### config.mk
export PLATFORM = sky130hd
export DESIGN_NAME = ts16_cas_fmt
export DESIGN_NICKNAME = d
export VERILOG_FILES = /design/src/rtl/ts16_pkg.sv /design/src/rtl/ts16_cas_bank.sv /design/src/rtl/ts16_pair_sel.sv /design/src/rtl/ts16_cas_fmt.sv
export SDC_FILE = /design/constraint.sdc
export NUM_CORES = 1
export LEC_CHECK = 0
export BUFFER_PORTS_ARGS = -buffer_cell sky130_fd_sc_hd__clkbuf_2
export CAP_MARGIN = 10
export CORE_MARGIN = 1.5
export CORE_UTILIZATION = 40
export DETAILED_ROUTE_END_ITERATION = 16
export PLACE_DENSITY = 0.6
export SLEW_MARGIN = 20
export SYNTH_ARGS = -nofsm -noshare
export SYNTH_HDL_FRONTEND = slang
export SYNTH_HIERARCHICAL = 1
export SYNTH_SLANG_ARGS = --single-unit
### constraint.sdc
create_clock -name clk -period 2.4 [get_ports clk]
set_input_delay 0.48 -clock clk [delete_from_list [all_inputs] [get_ports clk]]
set_output_delay 0.48 -clock clk [all_outputs]
set_load 0.02 [all_outputs]
### src/rtl/ts16_pkg.sv
package ts16_pkg;
  localparam int CODE_W = 4;
  localparam int OCT_W  = 2 * CODE_W;

  typedef logic [CODE_W-1:0] cas_code_t;
  typedef logic [OCT_W-1:0]  ts_oct_t;

  // Alignment nibble sent in bits 7:4 of frame 0
  localparam cas_code_t MF_ALIGN = 4'b0000;

  // Frame-0 octet: alignment, spare 1, alarm, spare 1, spare 1
  function automatic ts_oct_t mf_head_oct(input logic alarm);
    return {MF_ALIGN, 1'b1, alarm, 2'b11};
  endfunction

  // Channel-pair octet: lower-numbered channel goes out first
  function automatic ts_oct_t pair_oct(input cas_code_t first, input cas_code_t second);
    return {first, second};
  endfunction

  function automatic ts_oct_t frame_oct(input logic is_head, input logic alarm,
                                        input cas_code_t first, input cas_code_t second);
    return is_head ? mf_head_oct(alarm) : pair_oct(first, second);
  endfunction
endpackage

### src/rtl/ts16_cas_bank.sv
module ts16_cas_bank
  import ts16_pkg::*;
#(
  parameter int        N_CHAN    = 30,
  parameter cas_code_t IDLE_CODE = 4'hD,
  localparam int       CH_W      = $clog2(N_CHAN + 1)
) (
  input  logic                          clk,
  input  logic                          rst_n,
  input  logic                          wr_en,
  input  logic [CH_W-1:0]               wr_chan,
  input  cas_code_t                     wr_code,
  input  logic                          load,
  output logic [N_CHAN-1:0][CODE_W-1:0] pend_codes,
  output logic [N_CHAN-1:0][CODE_W-1:0] act_codes
);
  // One storage cell pair per channel; entry 0 holds channel 1
  for (genvar g = 0; g < N_CHAN; g++) begin : g_cell
    logic hit;
    assign hit = wr_en && (wr_chan == CH_W'(g + 1));

    always_ff @(posedge clk) begin
      if (!rst_n) begin
        pend_codes[g] <= IDLE_CODE;
        act_codes[g]  <= IDLE_CODE;
      end else begin
        if (hit)  pend_codes[g] <= wr_code;
        if (load) act_codes[g]  <= pend_codes[g];
      end
    end
  end
endmodule

### src/rtl/ts16_pair_sel.sv
module ts16_pair_sel
  import ts16_pkg::*;
#(
  parameter int  N_CHAN = 30,
  localparam int HALF   = N_CHAN / 2,
  localparam int FIDX_W = $clog2(HALF + 1)
) (
  input  logic [FIDX_W-1:0]             frm_idx,
  input  logic [N_CHAN-1:0][CODE_W-1:0] codes,
  output cas_code_t                     first,
  output cas_code_t                     second
);
  always_comb begin
    first  = '0;
    second = '0;
    for (int k = 0; k < HALF; k++) begin
      if (frm_idx == FIDX_W'(k + 1)) begin
        first  = codes[k];
        second = codes[k + HALF];
      end
    end
  end
endmodule

### src/rtl/ts16_cas_fmt.sv
module ts16_cas_fmt
  import ts16_pkg::*;
#(
  parameter int        N_CHAN    = 30,
  parameter cas_code_t IDLE_CODE = 4'hD,
  localparam int       HALF      = N_CHAN / 2,
  localparam int       FIDX_W    = $clog2(HALF + 1),
  localparam int       CH_W      = $clog2(N_CHAN + 1)
) (
  input  logic              clk,
  input  logic              rst_n,
  input  logic              frm_start,
  input  logic [FIDX_W-1:0] frm_idx,
  input  logic              mf_alarm,
  input  logic              wr_en,
  input  logic [CH_W-1:0]   wr_chan,
  input  logic [CODE_W-1:0] wr_code,
  output logic [OCT_W-1:0]  ts16_byte
);
  // Named internal events for the checker
  logic                          head_frame;
  logic                          bank_load;
  logic [N_CHAN-1:0][CODE_W-1:0] pend_codes;
  logic [N_CHAN-1:0][CODE_W-1:0] act_codes;
  cas_code_t                     sel_first;
  cas_code_t                     sel_second;
  ts_oct_t                       oct_q;

  assign head_frame = (frm_idx == '0);
  assign bank_load  = frm_start && head_frame;

  ts16_cas_bank #(.N_CHAN(N_CHAN), .IDLE_CODE(IDLE_CODE)) u_bank (
    .clk        (clk),
    .rst_n      (rst_n),
    .wr_en      (wr_en),
    .wr_chan    (wr_chan),
    .wr_code    (wr_code),
    .load       (bank_load),
    .pend_codes (pend_codes),
    .act_codes  (act_codes)
  );

  // The frame-0 octet needs no codes, so using the pre-load bank is safe
  ts16_pair_sel #(.N_CHAN(N_CHAN)) u_sel (
    .frm_idx (frm_idx),
    .codes   (act_codes),
    .first   (sel_first),
    .second  (sel_second)
  );

  always_ff @(posedge clk) begin
    if (!rst_n)         oct_q <= '1;
    else if (frm_start) oct_q <= frame_oct(head_frame, mf_alarm, sel_first, sel_second);
  end

  assign ts16_byte = oct_q;
endmodule

==> results.ini <==
[outcome]
status = finished clean

[power]
irDropWorstVdd_mv = 0.560
cellPowerDensity_nw_per_um2 = 719
leakage_uw = 0.00503

[grt]
grt_first_pass_wirelength_um = 43700
grt_usage = 0.199
antenna_found_initial = 0
grt_max_degree = 61
grt_pass1_vias = 7413
overflow = 0

[critical_path]
crit_path_end_kind = flop
crit_required_ns = 2.79
worstSetupStartpointType = primary input
critical_path_class = primary input to flop
path_max_fanout = 18
arrival_ns = 2.19

[timing]
timing.hold.ws_ns = 0.262
fin_skew_ns = 0.0292
finalCritPeriodShare = 0.750
period_minus_slack_ns = 1.80
rsz0062_at_grt = no
slew_viol_final = 0
hold_viol_final = 0
clock.fmax_ghz = 0.556
max_slew_margin = 0.640
setup_viol = 0
tns_ns = 0
worstMarginPinSlew_ns = 0.540

[cells_and_area]
drive_gt1_frac = 0.127
num-nets-final = 1113
final_area_um2 = 12300
regArea_um2 = 4960
multi_input_area_um2 = 5220
synthToLayoutAreaGrowth_pct = 15.9
final_util = 0.471
n_antenna_cell = 0
nFillCells = 2451

[floorplan]
die_area_um2 = 27500
start_util = 0.407
die_x_um = 166
ios = 26
rows = 59
core_um2 = 26100
fp.dieH_um = 166

[yosys]
netlist.area_leader.share = 0.469
seq_area_frac_synth = 0.469
synth_cell_types = 57
synth_top_area_cell = dfxtp_1
synth_edf_count = 0
synth_cells = 1065
synth_common_cells = dfxtp_1 (248), mux2i_1 (248), nand2_1 (165)
yosysWarnings = 6
synthArstFlopShare = 0
synth.net_count = 1083
synthFlopType = dfxtp_1
synth_top_cells_by_area = dfxtp_1 (47%), mux2i_1 (23%), nor2b_1 (7.7%)
netlist_area_um2 = 10600
ys_ff_latch = 248
syn_area_per_cell_um2 = 9.95

[cts]
cts_buffers = 27
cts_resized = 0
htreeDepth = 1
cts_hold_buf = 0
post_cts_buffers = 0
clock-sinks = 248
clk_path_buf_depth = 3
clk_latency_ns = 0.55
cts_root_buf = clkbuf_16
cts_tree = built
path_clk_slew_ns = 0.07

[placed_design]
place_congestion = 0.848
dp_hpwl_um = 18200
post_dp_cell_area_um2 = 11400
io_buffers = 25

[routing]
vias = 7600
drc = 0
drtPass1Iterations = 5
ant_nets = 0
drt-initial-drc-count = 501
routed_via_density = 5.24
wirelength_um = 27500
wire_per_inst_um = 19.0

[worst_hold_path]
hold_class = primary input to flop

[job]
drv_cap = 0

-- flip-flops by register name, summed over array words and instances, names as in the netlist --
| signal | cells |
|---|---|
| u_bank/pend_codes | 120 |
| ts16_byte | 8 |
| u_bank/act_codes | 120 |
-- placed cells by master (no fill, tap or decap), drive strengths merged, types with 2 or more instances in the layout --
cell type    n
a211oi      10
a21oi       30
a221oi       6
a22o         4
a22oi        5
a2bb2oi      2
a31oi        2
a32o         4
a41o         3
and2         4
and4b        3
and4bb       3
buf         55
clkbuf      68
clkinv       2
dfxtp      248
inv         14
mux2         9
mux2i      248
mux4         2
nand2      165
nand2b       6
nand3b       3
nor2        19
nor2b      131
nor3         5
nor4         2
o21ai       32
o221ai       5
o22a         2
o22ai        4
-- cell type report --
type,instances,area share
Multi-Input combinational cell,726,0.425
Sequential cell,248,0.404
Clock buffer,44,0.0667
Timing Repair Buffer,79,0.0610
Tap cell,335,0.0341
Clock inverter,5,0.00459
Inverter,13,0.00397
-- cell families after synthesis --
group	after synthesis	share of synthesized area
flip-flops	248	0.469
multiplexers	259	0.248
AND/OR/NAND/NOR	346	0.167
buffers and inverters	91	0.0394
AO/OA/AOI/OAI	121	0.0767
-- stage by stage --
| stage | cells | worst slack (ns) | total power (uW) |
|---|---|---|---|
| floorplan | 1065 | 0.384 | 4600 |
| CTS | 1450 | 0.645 | 8900 |
| finish | 1450 | 0.601 | 8820 |
| detailed placement | 1401 | 0.107 | 4830 |
| global route | 1450 | 0.564 | 9120 |
| global placement | 1401 | 0.141 | 4820 |
-- routing by layer --
| metal | part of all wire | GRT usage |
|---|---|---|
| met5 | 0 | 0 |
| met4 | 0.019 | 0.0458 |
| met3 | 0.043 | 0.0267 |
| met2 | 0.44 | 0.311 |
| met1 | 0.50 | 0.292 |
-- path summary, 6_finish.rpt --
kind	from	endpoint	slack, ns	depth (start not counted)
worst max-delay path	frm_idx[1]	ts16_byte[5]$_SDFFE_PN1P_	0.60	9
worst min-delay path	mf_alarm	ts16_byte[2]$_SDFFE_PN1P_	0.26	3
worst max register to register	u_bank/act_codes[90]$_SDFFE_PN1P_	ts16_byte[2]$_SDFFE_PN1P_	0.66	7
worst min register to register	u_bank/pend_codes[40]$_SDFFE_PN1P_	u_bank/act_codes[40]$_SDFFE_PN1P_	0.45	2
-- report_power, final --
part	switching, uW	internal [uW]	leakage (uW)
clock	1660	2430	0.000428
sequential	20.1	4140	0.00201
combinational	352	224	0.00259
-- critical path, cell delays in order --
cell      delay (ns)
clkbuf_2        0.21
buf_12          0.19
mux2i_1         0.29
nor4_1          0.08
o32a_1          0.34
o21ai_0         0.25
a22oi_1         0.14
nand2_1         0.09
o221ai_1        0.10
(Power assumes the default switching activity.)
